<file path="src/rtl/fsp_pkg.sv">
package fsp_pkg;

    localparam int unsigned N_IN     = 3;
    localparam int unsigned N_LINES  = 25;
    localparam int unsigned N_PAT    = 1 << N_IN;
    localparam int unsigned N_FAULTS = 2 * N_LINES;
    localparam int unsigned OUT_LINE = N_LINES;
    localparam int unsigned LINE_W   = $clog2(N_LINES + 1);
    localparam int unsigned FID_W    = $clog2(N_FAULTS);
    localparam int unsigned CNT_W    = $clog2(N_FAULTS + 1);
    localparam int unsigned PCT_W    = 7;
    localparam int unsigned CHAIN_LO = 12;
    localparam int unsigned INV_HI   = 22;

    typedef enum logic [2:0] {
        G_PI,
        G_FAN,
        G_BUF,
        G_NOT,
        G_OR,
        G_NOR,
        G_AND,
        G_NAND
    } gate_kind_e;

    typedef struct packed {
        gate_kind_e          kind;
        logic [LINE_W-1:0]   src_a;
        logic [LINE_W-1:0]   src_b;
    } line_def_t;

    typedef struct packed {
        logic                active;
        logic [LINE_W-1:0]   line;
        logic                stuck_val;
    } fault_t;

    typedef enum logic [1:0] {
        ST_IDLE,
        ST_GOLD,
        ST_SCAN,
        ST_DONE
    } eng_state_e;

    function automatic line_def_t mk(input gate_kind_e k, input int unsigned a,
                                     input int unsigned b);
        line_def_t d;
        d.kind  = k;
        d.src_a = LINE_W'(a);
        d.src_b = LINE_W'(b);
        return d;
    endfunction

    // Netlist of the circuit under test; sources always have lower numbers.
    function automatic line_def_t line_def(input int unsigned n);
        line_def_t d;
        case (n)
            1:       d = mk(G_PI,   2, 0);
            2:       d = mk(G_PI,   1, 0);
            3:       d = mk(G_PI,   0, 0);
            4:       d = mk(G_FAN,  2, 0);
            5:       d = mk(G_FAN,  2, 0);
            6:       d = mk(G_OR,   1, 4);
            7:       d = mk(G_NOT,  6, 0);
            8:       d = mk(G_NOR,  5, 3);
            9:       d = mk(G_NOT,  8, 0);
            10:      d = mk(G_NOT,  9, 0);
            11:      d = mk(G_NAND, 7, 10);
            default: begin
                if (n <= INV_HI && (n % 2) == 0)
                    d = mk(G_NOT, n - 1, 0);
                else
                    d = mk(G_BUF, n - 1, 0);
            end
        endcase
        return d;
    endfunction

    function automatic logic [FID_W-1:0] fault_id(input logic [LINE_W-1:0] line,
                                                  input logic stuck_val);
        return FID_W'((int'(line) - 1) * 2 + int'(stuck_val));
    endfunction

    function automatic logic [PCT_W-1:0] pct_of(input logic [CNT_W-1:0] cnt);
        return PCT_W'((int'(cnt) * 100) / int'(N_FAULTS));
    endfunction

endpackage

</file>
<file path="src/rtl/fsp_netlist.sv">
module fsp_netlist
    import fsp_pkg::*;
(
    input  logic [N_IN-1:0] pat_i,
    input  fault_t          fault_i,
    output logic            y_o
);

    logic lv [1:N_LINES];

    for (genvar ln = 1; ln <= N_LINES; ln++) begin : g_line
        localparam line_def_t D  = line_def(ln);
        localparam int        IA = int'(D.src_a);
        localparam int        IB = int'(D.src_b);

        logic raw;
        logic hit;

        if (D.kind == G_PI) begin : g_pi
            assign raw = pat_i[IA];
        end else if (D.kind == G_FAN || D.kind == G_BUF) begin : g_buf
            assign raw = lv[IA];
        end else if (D.kind == G_NOT) begin : g_not
            assign raw = ~lv[IA];
        end else if (D.kind == G_OR) begin : g_or
            assign raw = lv[IA] | lv[IB];
        end else if (D.kind == G_NOR) begin : g_nor
            assign raw = ~(lv[IA] | lv[IB]);
        end else if (D.kind == G_AND) begin : g_and
            assign raw = lv[IA] & lv[IB];
        end else begin : g_nand
            assign raw = ~(lv[IA] & lv[IB]);
        end

        assign hit    = fault_i.active && (fault_i.line == LINE_W'(ln));
        assign lv[ln] = hit ? fault_i.stuck_val : raw;
    end

    assign y_o = lv[OUT_LINE];

endmodule

</file>
<file path="src/rtl/fsp_golden.sv">
module fsp_golden
    import fsp_pkg::*;
(
    input  logic            clk,
    input  logic            rst,
    input  logic            we_i,
    input  logic [N_IN-1:0] pat_i,
    input  logic            y_i,
    output logic            gold_o
);

    logic [N_PAT-1:0] tbl_q;

    always_ff @(posedge clk) begin
        if (rst) begin
            tbl_q <= '0;
        end else if (we_i) begin
            tbl_q[pat_i] <= y_i;
        end
    end

    assign gold_o = tbl_q[pat_i];

endmodule

</file>
<file path="src/rtl/fsp_ctrl.sv">
module fsp_ctrl
    import fsp_pkg::*;
(
    input  logic             clk,
    input  logic             rst,
    input  logic             start_i,
    input  logic             mismatch_i,
    output logic             busy_o,
    output logic             done_o,
    output logic [N_IN-1:0]  pat_o,
    output fault_t           fault_o,
    output logic             gold_we_o,
    output logic             clear_o,
    output logic             rec_valid_o,
    output logic             rec_hit_o,
    output logic [FID_W-1:0] rec_id_o
);

    eng_state_e        st_q;
    logic [N_IN-1:0]   pat_q;
    logic [LINE_W-1:0] line_q;
    logic              val_q;

    logic last_pat;
    logic last_fault;
    logic retire;

    assign last_pat   = (pat_q == N_IN'(N_PAT - 1));
    assign last_fault = (line_q == LINE_W'(N_LINES)) && val_q;
    assign retire     = (st_q == ST_SCAN) && (mismatch_i || last_pat);

    always_ff @(posedge clk) begin
        if (rst) begin
            st_q   <= ST_IDLE;
            pat_q  <= '0;
            line_q <= LINE_W'(1);
            val_q  <= 1'b0;
        end else begin
            case (st_q)
                ST_IDLE: begin
                    if (start_i) begin
                        st_q   <= ST_GOLD;
                        pat_q  <= '0;
                        line_q <= LINE_W'(1);
                        val_q  <= 1'b0;
                    end
                end
                ST_GOLD: begin
                    pat_q <= pat_q + 1'b1;
                    if (last_pat) begin
                        st_q <= ST_SCAN;
                    end
                end
                ST_SCAN: begin
                    if (retire) begin
                        pat_q <= '0;
                        if (last_fault) begin
                            st_q <= ST_DONE;
                        end else if (val_q) begin
                            line_q <= line_q + 1'b1;
                            val_q  <= 1'b0;
                        end else begin
                            val_q <= 1'b1;
                        end
                    end else begin
                        pat_q <= pat_q + 1'b1;
                    end
                end
                default: begin
                    st_q <= ST_IDLE;
                end
            endcase
        end
    end

    always_comb begin
        busy_o            = (st_q == ST_GOLD) || (st_q == ST_SCAN);
        done_o            = (st_q == ST_DONE);
        pat_o             = pat_q;
        fault_o.active    = (st_q == ST_SCAN);
        fault_o.line      = line_q;
        fault_o.stuck_val = val_q;
        gold_we_o         = (st_q == ST_GOLD);
        clear_o           = (st_q == ST_IDLE) && start_i;
        rec_valid_o       = retire;
        rec_hit_o         = mismatch_i;
        rec_id_o          = fault_id(line_q, val_q);
    end

endmodule

</file>
<file path="src/rtl/fsp_tally.sv">
module fsp_tally
    import fsp_pkg::*;
(
    input  logic                clk,
    input  logic                rst,
    input  logic                clear_i,
    input  logic                rec_valid_i,
    input  logic                rec_hit_i,
    input  logic [FID_W-1:0]    rec_id_i,
    output logic [N_FAULTS-1:0] vec_o,
    output logic [CNT_W-1:0]    count_o
);

    always_ff @(posedge clk) begin
        if (rst || clear_i) begin
            vec_o   <= '0;
            count_o <= '0;
        end else if (rec_valid_i && rec_hit_i) begin
            vec_o[rec_id_i] <= 1'b1;
            count_o         <= count_o + 1'b1;
        end
    end

endmodule

</file>
<file path="src/rtl/fsp_engine.sv">
module fsp_engine
    import fsp_pkg::*;
(
    input  logic                clk,
    input  logic                rst,
    input  logic                start,
    output logic                busy,
    output logic                done,
    output logic [CNT_W-1:0]    det_count,
    output logic [CNT_W-1:0]    total_faults,
    output logic [PCT_W-1:0]    coverage_pct,
    output logic [N_FAULTS-1:0] det_vec
);

    logic [N_IN-1:0]  pat;
    fault_t           fault;
    logic             y;
    logic             gold;
    logic             gold_we;
    logic             clear;
    logic             rec_valid;
    logic             rec_hit;
    logic [FID_W-1:0] rec_id;

    fsp_ctrl ctrl_i (
        .clk         (clk),
        .rst         (rst),
        .start_i     (start),
        .mismatch_i  (y != gold),
        .busy_o      (busy),
        .done_o      (done),
        .pat_o       (pat),
        .fault_o     (fault),
        .gold_we_o   (gold_we),
        .clear_o     (clear),
        .rec_valid_o (rec_valid),
        .rec_hit_o   (rec_hit),
        .rec_id_o    (rec_id)
    );

    fsp_netlist cut_i (
        .pat_i   (pat),
        .fault_i (fault),
        .y_o     (y)
    );

    fsp_golden gold_i (
        .clk    (clk),
        .rst    (rst),
        .we_i   (gold_we),
        .pat_i  (pat),
        .y_i    (y),
        .gold_o (gold)
    );

    fsp_tally tally_i (
        .clk         (clk),
        .rst         (rst),
        .clear_i     (clear),
        .rec_valid_i (rec_valid),
        .rec_hit_i   (rec_hit),
        .rec_id_i    (rec_id),
        .vec_o       (det_vec),
        .count_o     (det_count)
    );

    assign total_faults = CNT_W'(N_FAULTS);
    assign coverage_pct = pct_of(det_count);

endmodule

</file>
<file path="config.mk">
export PLATFORM = sky130hd
export DESIGN_NAME = fsp_engine
export DESIGN_NICKNAME = d
export VERILOG_FILES = /design/src/rtl/fsp_pkg.sv /design/src/rtl/fsp_netlist.sv /design/src/rtl/fsp_golden.sv /design/src/rtl/fsp_ctrl.sv /design/src/rtl/fsp_tally.sv /design/src/rtl/fsp_engine.sv
export SDC_FILE = /design/constraint.sdc
export NUM_CORES = 1
export LEC_CHECK = 0
export ABC_CLOCK_PERIOD_IN_PS = 14650
export BUFFER_PORTS_ARGS = -buffer_cell sky130_fd_sc_hd__buf_4
export CAP_MARGIN = 5
export CORE_ASPECT_RATIO = 1.5
export CORE_MARGIN = 3
export CORE_UTILIZATION = 35
export DETAILED_ROUTE_END_ITERATION = 16
export SETUP_SLACK_MARGIN = 0.2
export SYNTH_ARGS = -nofsm -noshare
export SYNTH_HDL_FRONTEND = slang
export SYNTH_HIERARCHICAL = 1
export SYNTH_SLANG_ARGS = --single-unit
</file>
<file path="constraint.sdc">
create_clock -name clk -period 14.65 [get_ports clk]
set_input_delay 2.93 -clock clk [delete_from_list [all_inputs] [get_ports clk]]
set_output_delay 2.93 -clock clk [all_outputs]
set_load 0.1 [all_outputs]
</file>
# Word-level counts from Yosys, hierarchy flattened
# Cells that the tools add are included.
[word_totals]
regBits = 75
inputBits = 3
output_inout_bits = 71
[op_classes]
n_addsub = 5
multipliers = 1
div_mod_pow = 1
order_cmp = 4
eq_ne = 36
n_mux = 50
n_bitwise = 15
n_reduce_logical = 41
[ops]
columns = ["cell", "count"]
rows = [
  ["== test 5 bit (second input constant)", 10],
  ["bitwise OR 50 bit", 1],
  ["== test 5 x 4 -> 1 bit (second input constant)", 8],
  ["divider 32 x 7 -> 32 bit (second input constant)", 1],
  ["two-way mux 1 bit", 32],
  ["logical AND 1 bit", 31],
  ["== test 5 x 3 -> 1 bit (second input constant)", 4],
  ["two-way mux 5 bit", 4],
  ["multiplier 6 x 5 -> 11 bit (second input constant)", 1],
  ["inverter 1 bit", 11],
  ["== test 5 x 2 -> 1 bit (second input constant)", 2],
  ["!= test 2 bit (second input constant)", 5],
  ["one-hot mux 5 bit (2 select lines)", 1],
  ["one-hot mux 3 bit (3 select lines)", 1],
  ["bitwise mux 8 bit", 1],
  ["two-way mux 2 bit", 4],
  ["AND reduction 4 bit", 2],
  ["< comparator 6 x 7 -> 1 bit (second input constant)", 1],
  ["adder 6 x 1 -> 6 bit (second input constant)", 1],
  ["adder 6 x 2 -> 6 bit", 1],
  ["demux 1 bit (select 6 bit)", 1],
  [">= comparator 6 x 1 -> 1 bit (second input constant)", 1],
  ["two-way mux 3 bit", 2],
  ["one-hot mux 2 bit (3 select lines)", 1],
  ["22 further kinds", 26],
]

# Depth between registers and ports, before layout
# Gate-level depths: netlist of the first run.
[depth]
ltp_word = 39
depth_mapped = 42
mapped_depth_nobuf = 39

# Cells and area by module
# The synthesis of the first run kept the hierarchy.
[modules_own_cells]
columns = ["module", "instances", "cells_each", "area_per_inst_um2"]
rows = [
  ["fsp_engine", 1, 511, 3627.2],
  ["fsp_tally", 1, 208, 2058.2],
  ["fsp_ctrl", 1, 96, 797.0],
  ["fsp_golden", 1, 40, 441.7],
  ["fsp_netlist", 1, 52, 404.1],
]

# Least setup slack after synthesis of the first run
# OpenSTA, ideal clock, no wires.
[synth_path]
path_type = "register to output"
from = "register tally_i.count_o[1]"
to = "output coverage_pct[0]"
arrival_ns = 11.965
slack_ns = -0.245
path_stages_with_launch = 40
n_path_buf = 3
cell_sequence = "dfxtp_1 clkbuf_1 inv_1 ha_1 ha_1 ha_1 fa_1 a211oi_2 nor2_1 o22ai_1 nor2_1 nor2_1 ha_1 o21ai_0 o2bb2ai_1 o31ai_1 o41a_1 a41o_1 [4 not listed] inv_2 a31oi_1 a22oi_4 nor2_2 mux2_2 or3_1 buf_2 and2_1 buf_4 inv_1 mux2i_1 nor3_1 o31a_1 a21oi_1 o21ai_0 or4_4 nor4bb_1 o311ai_2"
[synth_between]
elab_chain_len = 2
[synth_lines]
columns = ["item", "line", "text"]
rows = [
  ["from (decl)", "fsp_tally.sv:11", "output logic [CNT_W-1:0] count_o"],
  ["from (signal assigned)", "fsp_tally.sv:20", "count_o <= count_o + 1'b1;"],
  ["multiplier 6 x 5 -> 11 bit", "fsp_pkg.sv:85", "return PCT_W'((int'(cnt) * 100) / int'(N_FAULTS));"],
  ["divider 32 x 7 -> 32 bit", "fsp_pkg.sv:85", ""],
  ["to (decl)", "fsp_engine.sv:11", "output logic [PCT_W-1:0] coverage_pct,"],
]
# No other way between the ends.

# Final worst setup path of the first run
[layout_path]
from = "register tally_i.count_o[0]"
to = "output coverage_pct[0]"
# The elaborated chain is that of the path after synthesis.

==> flow_summary.ini, run 1 <==
[run_status]
status = completed

[synthesis]
yosysMostFrequentCell = nor2_1
ys_seq_area_share_pct = 20.49
ys_warn_count = 6
synthArstFlopShare_pct = 0
synthCells = 907
synth_top_cell_by_area = dfxtp_1
netlist_area_um2 = 7328
synthFlopType = dfxtp_1
synth_commonest_cells = nor2_1 (79), dfxtp_1 (75), nand2_1 (70)
syn_avg_cell_area_um2 = 8.080
ys_types = 121
ys_ff_latch = 75
synth_edf_count = 0
synth_top_area_share_pct = 20.49
netlist_top_cells_area = dfxtp_1 (20%), ha_1 (7.0%), nor2_1 (4.0%), o21ai_0 (3.8%), a21oi_1 (3.6%)

[floorplanning]
row_count = 64
core_region_area_um2 = 20500
die_area_um2 = 22750
fp.dieW_um = 124.1
start_util_pct = 35.75
fp.dieH_um = 183.2
ios = 74

[critical_path]
worst_setup_path_end_kind = output pin
worst-r2r-cell-count = 12
worst_setup_path_start_kind = flop
cp_max_fo = 14
critPathKind = reg -> out
slowest_delay_ps = 540
regToRegStartpoint = ctrl_i/st_q[0]$_SDFFE_PP0P_
critPathArrivalTime_ps = 10630
crit_top_cell = ha_1
worst-r2r-setup-slack_ps = 10360
r2r_end = tally_i/vec_o[24]$_SDFFE_PP0P_
required_ps = 11720
crit_slowest_cell = a21oi_1

[clock_tree]
clkLatencyLatePin_ps = 330
ctsHoldBuffers = 0
cts_sinks = 75
cts-buffers-inserted = 9
cts_max_level = 3
cts_tree = built
root_buffer = clkbuf_16
clkTransAtPathRegs_ps = 60
cts.path.max_buffers = 2

[timing]
final_hold_viol_count = 0
final.period_utilization_pct = 92.58
worst_slew_pin_slew_ps = 898.2
fin_tns_setup_ps = 0
final-setup-viol-count = 0
slew_headroom_pct = 38.41
fmax_ghz = 0.07373
maxSlewViolCount = 0
layout_setup_ws_ps = 1088
layout_min_cycle_time_ps = 13560
rsz0062_at_grt = false
finClkSkew_ps = 6.506

[route]
drc = 0
ant_nets = 0
wl_um = 20690
wl_per_cell_um = 17.06
dr.pass1.iters = 5
vias_per_cell = 5.897
drt-initial-drc-count = 456
vias = 7153

[place]
port-buffer-count = 67
gp_congestion = 0.9451
dp_slack_ps = 852.7
dpl.hpwl_um = 15710

[global_routing]
grt_pass1_vias = 6844
gr-usage-all-layers_pct = 17.89
grt_max_degree = 44
grt_pass1_wl_um = 33400
grt-ovfl-total = 0
antenna_found_initial = 0

[min_path]
holdPathStages = 2
hold_path_class = reg -> reg
min_from = tally_i/vec_o[4]$_SDFFE_PP0P_
hold_end = tally_i/vec_o[4]$_SDFFE_PP0P_

[power]
vdd_ir_drop_max_uv = 180.7
power-per-cell-area_nw_per_um2 = 74.49
static-leakage-power_nw = 3.269

[cells_and_area]
area_growth_pct = 12.65
diodes = 0
nets = 989
fill_cells = 2171
drive_gt1_share_pct = 18.97

[job]
max_cap_violations = 0
==> flip-flops by register name, indices dropped and copies added, names as in the netlist <==
register	flops
gold_i/tbl_q	8
ctrl_i/st_q	2
ctrl_i/pat_o	3
ctrl_i/line_q	5
tally_i/vec_o	50
ctrl_i/val_q	1
tally_i/count_o	6
==> cell families (layout without fill, tap and decap cells) <==
| logic type | after synthesis | after routing | synth area share [%] |
|---|---|---|---|
| buffers and inverters | 83 | 121 | 6.744 |
| muxes | 25 | 25 | 4.080 |
| adders and majority gates | 42 | 42 | 7.273 |
| DFF | 75 | 75 | 20.49 |
| other | 2 | 6 | 0.1025 |
| xor gates and xnor gates | 36 | 36 | 4.303 |
| and+or+nand+nor | 347 | 347 | 26.60 |
| AOI/OAI and AO/OA | 297 | 297 | 30.41 |
==> cell usage in the layout (no fill, tap or decap), types with 7 or more instances in the layout <==
cell	n
buf_4	80
nor2_1	79
dfxtp_1	74
nand2_1	70
o21ai_0	55
a21oi_1	53
ha_1	41
xnor2_1	26
nand3_1	25
nor3_1	23
inv_1	20
a22o_1	19
or3_1	16
mux2i_1	15
a211oi_1	14
a31oi_1	13
o211ai_1	12
and2_1	12
nand2b_1	11
nor2b_1	10
xor2_1	10
nor4_1	9
or2_2	9
clkbuf_16	9
and3_1	8
nand4_1	8
a32o_1	8
a211o_1	7
o41ai_1	7
a21o_1	7
==> layout make-up <==
cell class	instances	area [um2]	share of cell area, %
inverter	25	93.84	1.137
clock buffer	10	239.0	2.895
multi-input combinational	753	5393	65.32
sequential	75	1503	18.20
clock inverter	6	96.34	1.167
timing repair buffer	80	600.6	7.275
tap	264	330.3	4.001
==> per-layer routing <==
layer	track usage (%)	wire length, um
met5	0	0
met3	2.067	697
met2	31.46	10650
met1	20.55	8341
met4	10.26	1001
==> power breakdown <==
| part | total, mW | internal, mW | switching, mW |
|---|---|---|---|
| logic | 0.147 | 0.0432 | 0.103 |
| clock network | 0.246 | 0.156 | 0.0901 |
| registers | 0.222 | 0.209 | 0.0139 |
==> through the flow <==
step | cells | hold WS (ps) | total power [mW] | util [%] | instance area, um2
floorplan | 911 | 451.4 | 0.3548 | - | 7353
global placement | 1193 | 439.4 | 0.3717 | 38.31 | 7854
detailed placement | 1193 | 449.0 | 0.3723 | 38.31 | 7854
CTS | 1209 | 465.0 | 0.6199 | 39.95 | 8189
global route | 1213 | 490.4 | 0.6426 | 40.27 | 8255
finish | 1213 | 456.9 | 0.6150 | 40.27 | 8255
==> worst max path at each step <==
stage,startpoint,to,slack (ps),cells past startpoint
floorplan,tally_i/count_o[1]$_SDFFE_PP0P_,coverage_pct[0],230,39
global placement,tally_i/count_o[0]$_SDFFE_PP0P_,coverage_pct[0],1110,37
detailed placement,tally_i/count_o[0]$_SDFFE_PP0P_,coverage_pct[0],850,37
CTS,tally_i/count_o[0]$_SDFFE_PP0P_,coverage_pct[0],490,37
global route,tally_i/count_o[0]$_SDFFE_PP0P_,coverage_pct[0],240,37
finish,tally_i/count_o[0]$_SDFFE_PP0P_,coverage_pct[0],1090,35
==> repair_timing <==
action | in CTS | in global routing
resized for setup | 0 | 7
buffers inserted | 0 | 4
hold endpoints to repair | 0 | 0
setup endpoints to repair | 0 | 2
==> critical path: cells and delay by family, from the launching register on <==
family	cells	cell delay, ps
buf+inv	4	810
compound gates	13	3910
flops	1	480
fa+ha+maj	6	1880
simple gates	9	2380
mux	1	400
xor+xnor	2	430
Note: power is estimated with default switching activity, not from simulation.
==> inputs of run 2 (changes only) <==
Settings changed: SYNTH_HIERARCHICAL 1 to default.
==> flow_summary.ini, run 2 <==
[clock_tree]
clkLatencyLatePin_ps = 340
cts_tree = built
cts_max_level = 3
root_buffer = clkbuf_16
cts_sinks = 75
cts-buffers-inserted = 9
ctsHoldBuffers = 0
cts.path.max_buffers = 2
clkTransAtPathRegs_ps = 60

[route]
wl_um = 21800
drc = 0
dr.pass1.iters = 5
drt-initial-drc-count = 499
vias_per_cell = 5.807
wl_per_cell_um = 17.68
vias = 7160
ant_nets = 0

[power]
power-per-cell-area_nw_per_um2 = 75.23
vdd_ir_drop_max_uv = 133.9
static-leakage-power_nw = 3.157

[critical_path]
worst_setup_path_start_kind = flop
setup.worst_path.end = coverage_pct[0]
crit_slowest_cell = a311oi_4
crit_top_cell = ha_1
worst-r2r-cell-count = 23
worst-r2r-setup-slack_ps = 8770
r2r_end = tally_i.vec_o[39]$_SDFFE_PP0P_
worst_setup_path_end_kind = output pin
startpoint = tally_i.count_o[1]$_SDFFE_PP0P_
regToRegStartpoint = ctrl_i.st_q[0]$_SDFFE_PP0P_
critPathKind = reg -> out
slowest_delay_ps = 770
cp_max_fo = 17
required_ps = 11720
critPathArrivalTime_ps = 10770

[global_routing]
antenna_found_initial = 0
grt-ovfl-total = 0
grt_max_degree = 57
grt_pass1_vias = 7007
gr-usage-all-layers_pct = 19.49
grt_pass1_wl_um = 35270

[synthesis]
syn_avg_cell_area_um2 = 7.542
synth_top_cell_by_area = dfxtp_1
synth_edf_count = 0
netlist_top_cells_area = dfxtp_1 (21%), ha_1 (7.6%), nor2_1 (7.2%), a21oi_1 (6.3%), xnor2_1 (4.6%)
synth_top_area_share_pct = 21.09
synthCells = 944
ys_types = 103
yosysMostFrequentCell = nor2_1
synth_commonest_cells = nor2_1 (136), a21oi_1 (90), dfxtp_1 (75)
ys_warn_count = 0
synthArstFlopShare_pct = 0
synthFlopType = dfxtp_1
ys_seq_area_share_pct = 21.09
netlist_area_um2 = 7119
ys_ff_latch = 75

[floorplanning]
fp.dieH_um = 180.7
die_area_um2 = 22120
ios = 74
fp.dieW_um = 122.5
row_count = 63
start_util_pct = 35.84
core_region_area_um2 = 19860

[timing]
final-setup-viol-count = 0
final_hold_viol_count = 0
worst_slew_pin_slew_ps = 1070
finClkSkew_ps = 6.294
maxSlewViolCount = 0
layout_min_cycle_time_ps = 13700
slew_headroom_pct = 28.64
final.period_utilization_pct = 93.52
fmax_ghz = 0.07299
rsz0062_at_grt = false
fin_tns_setup_ps = 0
whs_ps = 469.1

[cells_and_area]
top_regs = tally_i.vec_o x50, gold_i.tbl_q x8, tally_i.count_o x6
drive_gt1_share_pct = 15.83
final_common_cell = nor2_1
regMostFlops = tally_i.vec_o
largest_register_ffs = 50
nets = 1016
area_growth_pct = 13.37
diodes = 0
fill_cells = 2070
mostFrequentLayoutCells = nor2_1 (136), a21oi_1 (89), dfxtp_1 (72), buf_4 (72), nand2_1 (63)

[min_path]
hold_path_class = reg -> reg

[run_status]
status = completed

[place]
gp_congestion = 0.9230
dpl.hpwl_um = 16520
port-buffer-count = 67

[job]
max_cap_violations = 0
## run 2: how the worst min path moves through the flow
| stage | from | endpoint | slack, ps | depth (start not counted) |
|---|---|---|---|---|
| 2_1_floorplan | gold_i.tbl_q[4]$_SDFFE_PP0P_ | gold_i.tbl_q[4]$_SDFFE_PP0P_ | 450 | 2 |
| 3_5_place_dp | tally_i.vec_o[27]$_SDFFE_PP0P_ | tally_i.vec_o[27]$_SDFFE_PP0P_ | 460 | 2 |
| 3_3_place_gp | tally_i.vec_o[33]$_SDFFE_PP0P_ | tally_i.vec_o[33]$_SDFFE_PP0P_ | 450 | 2 |
| 5_1_grt | tally_i.vec_o[47]$_SDFFE_PP0P_ | tally_i.vec_o[47]$_SDFFE_PP0P_ | 490 | 2 |
| 4_1_cts | tally_i.vec_o[27]$_SDFFE_PP0P_ | tally_i.vec_o[27]$_SDFFE_PP0P_ | 470 | 2 |
| 6_report | tally_i.vec_o[46]$_SDFFE_PP0P_ | tally_i.vec_o[46]$_SDFFE_PP0P_ | 470 | 2 |
## run 2: cell families after synthesis
kind of cell,Yosys count,share of synthesized area (%)
adder cells (fa/ha/maj),45,7.979
other,2,0.1055
buffers and inverters,85,5.483
flip-flops,75,21.09
AND/OR/NAND/NOR,381,26.24
XOR/XNOR,54,7.276
AO/OA/AOI/OAI,276,27.75
multiplexers,26,4.077
## run 2: power breakdown
group,switching [mW],internal [mW]
logic,0.119,0.0505
registers,0.00993,0.209
clock network,0.0878,0.131
## run 2: per-stage QoR
| step | setup slack, ps | power, mW | cell area [um2] | utilization [%] | cells |
|---|---|---|---|---|---|
| 2_1_floorplan | 246.5 | 0.3638 | 7139 | - | 948 |
| 6_report | 948.9 | 0.6072 | 8071 | 40.63 | 1233 |
| 3_5_place_dp | 1020 | 0.3936 | 7699 | 38.76 | 1217 |
| 5_1_grt | 192.4 | 0.6383 | 8071 | 40.63 | 1233 |
| 3_3_place_gp | 1227 | 0.3942 | 7699 | 38.76 | 1217 |
| 4_1_cts | 630.8 | 0.6119 | 7989 | 40.22 | 1232 |
## run 2: layout make-up
class                   instances  area (um2)  area share [%]
repair buffers                 72       540.5           6.697
multi-input cells             788        5321           65.93
clock inverters                 6       65.06          0.8061
flip-flops and latches         75        1505           18.65
inverters                      23       88.84           1.101
well taps                     260       325.3           4.030
clock buffers                   9       225.2           2.790
## run 2: worst max-delay path: cells and delay by family, from the launching register on
kind / cells / cell delay, ps
xor gates and xnor gates: 1 / 200
adders and majority gates: 5 / 1880
AOI/OAI and AO/OA: 13 / 3990
and+or+nand+nor: 11 / 2880
DFF: 1 / 520
muxes: 1 / 170
buffers and inverters: 4 / 770
## run 2: per-layer routing
metal	vias to the layer above	routed length, um	GRT usage [%]	part of all wire, %
met5	-	0	0	0
met4	0	1039	9.776	4.8
met3	69	814	2.921	3.7
met2	202	11540	36.01	53
met1	3389	8406	21.01	39
li1	3500	-	-	-
## run 2: timing repair
item,CTS,global route
resized for setup,0,12
setup buffers,0,1
endpoints found under the setup margin,0,1
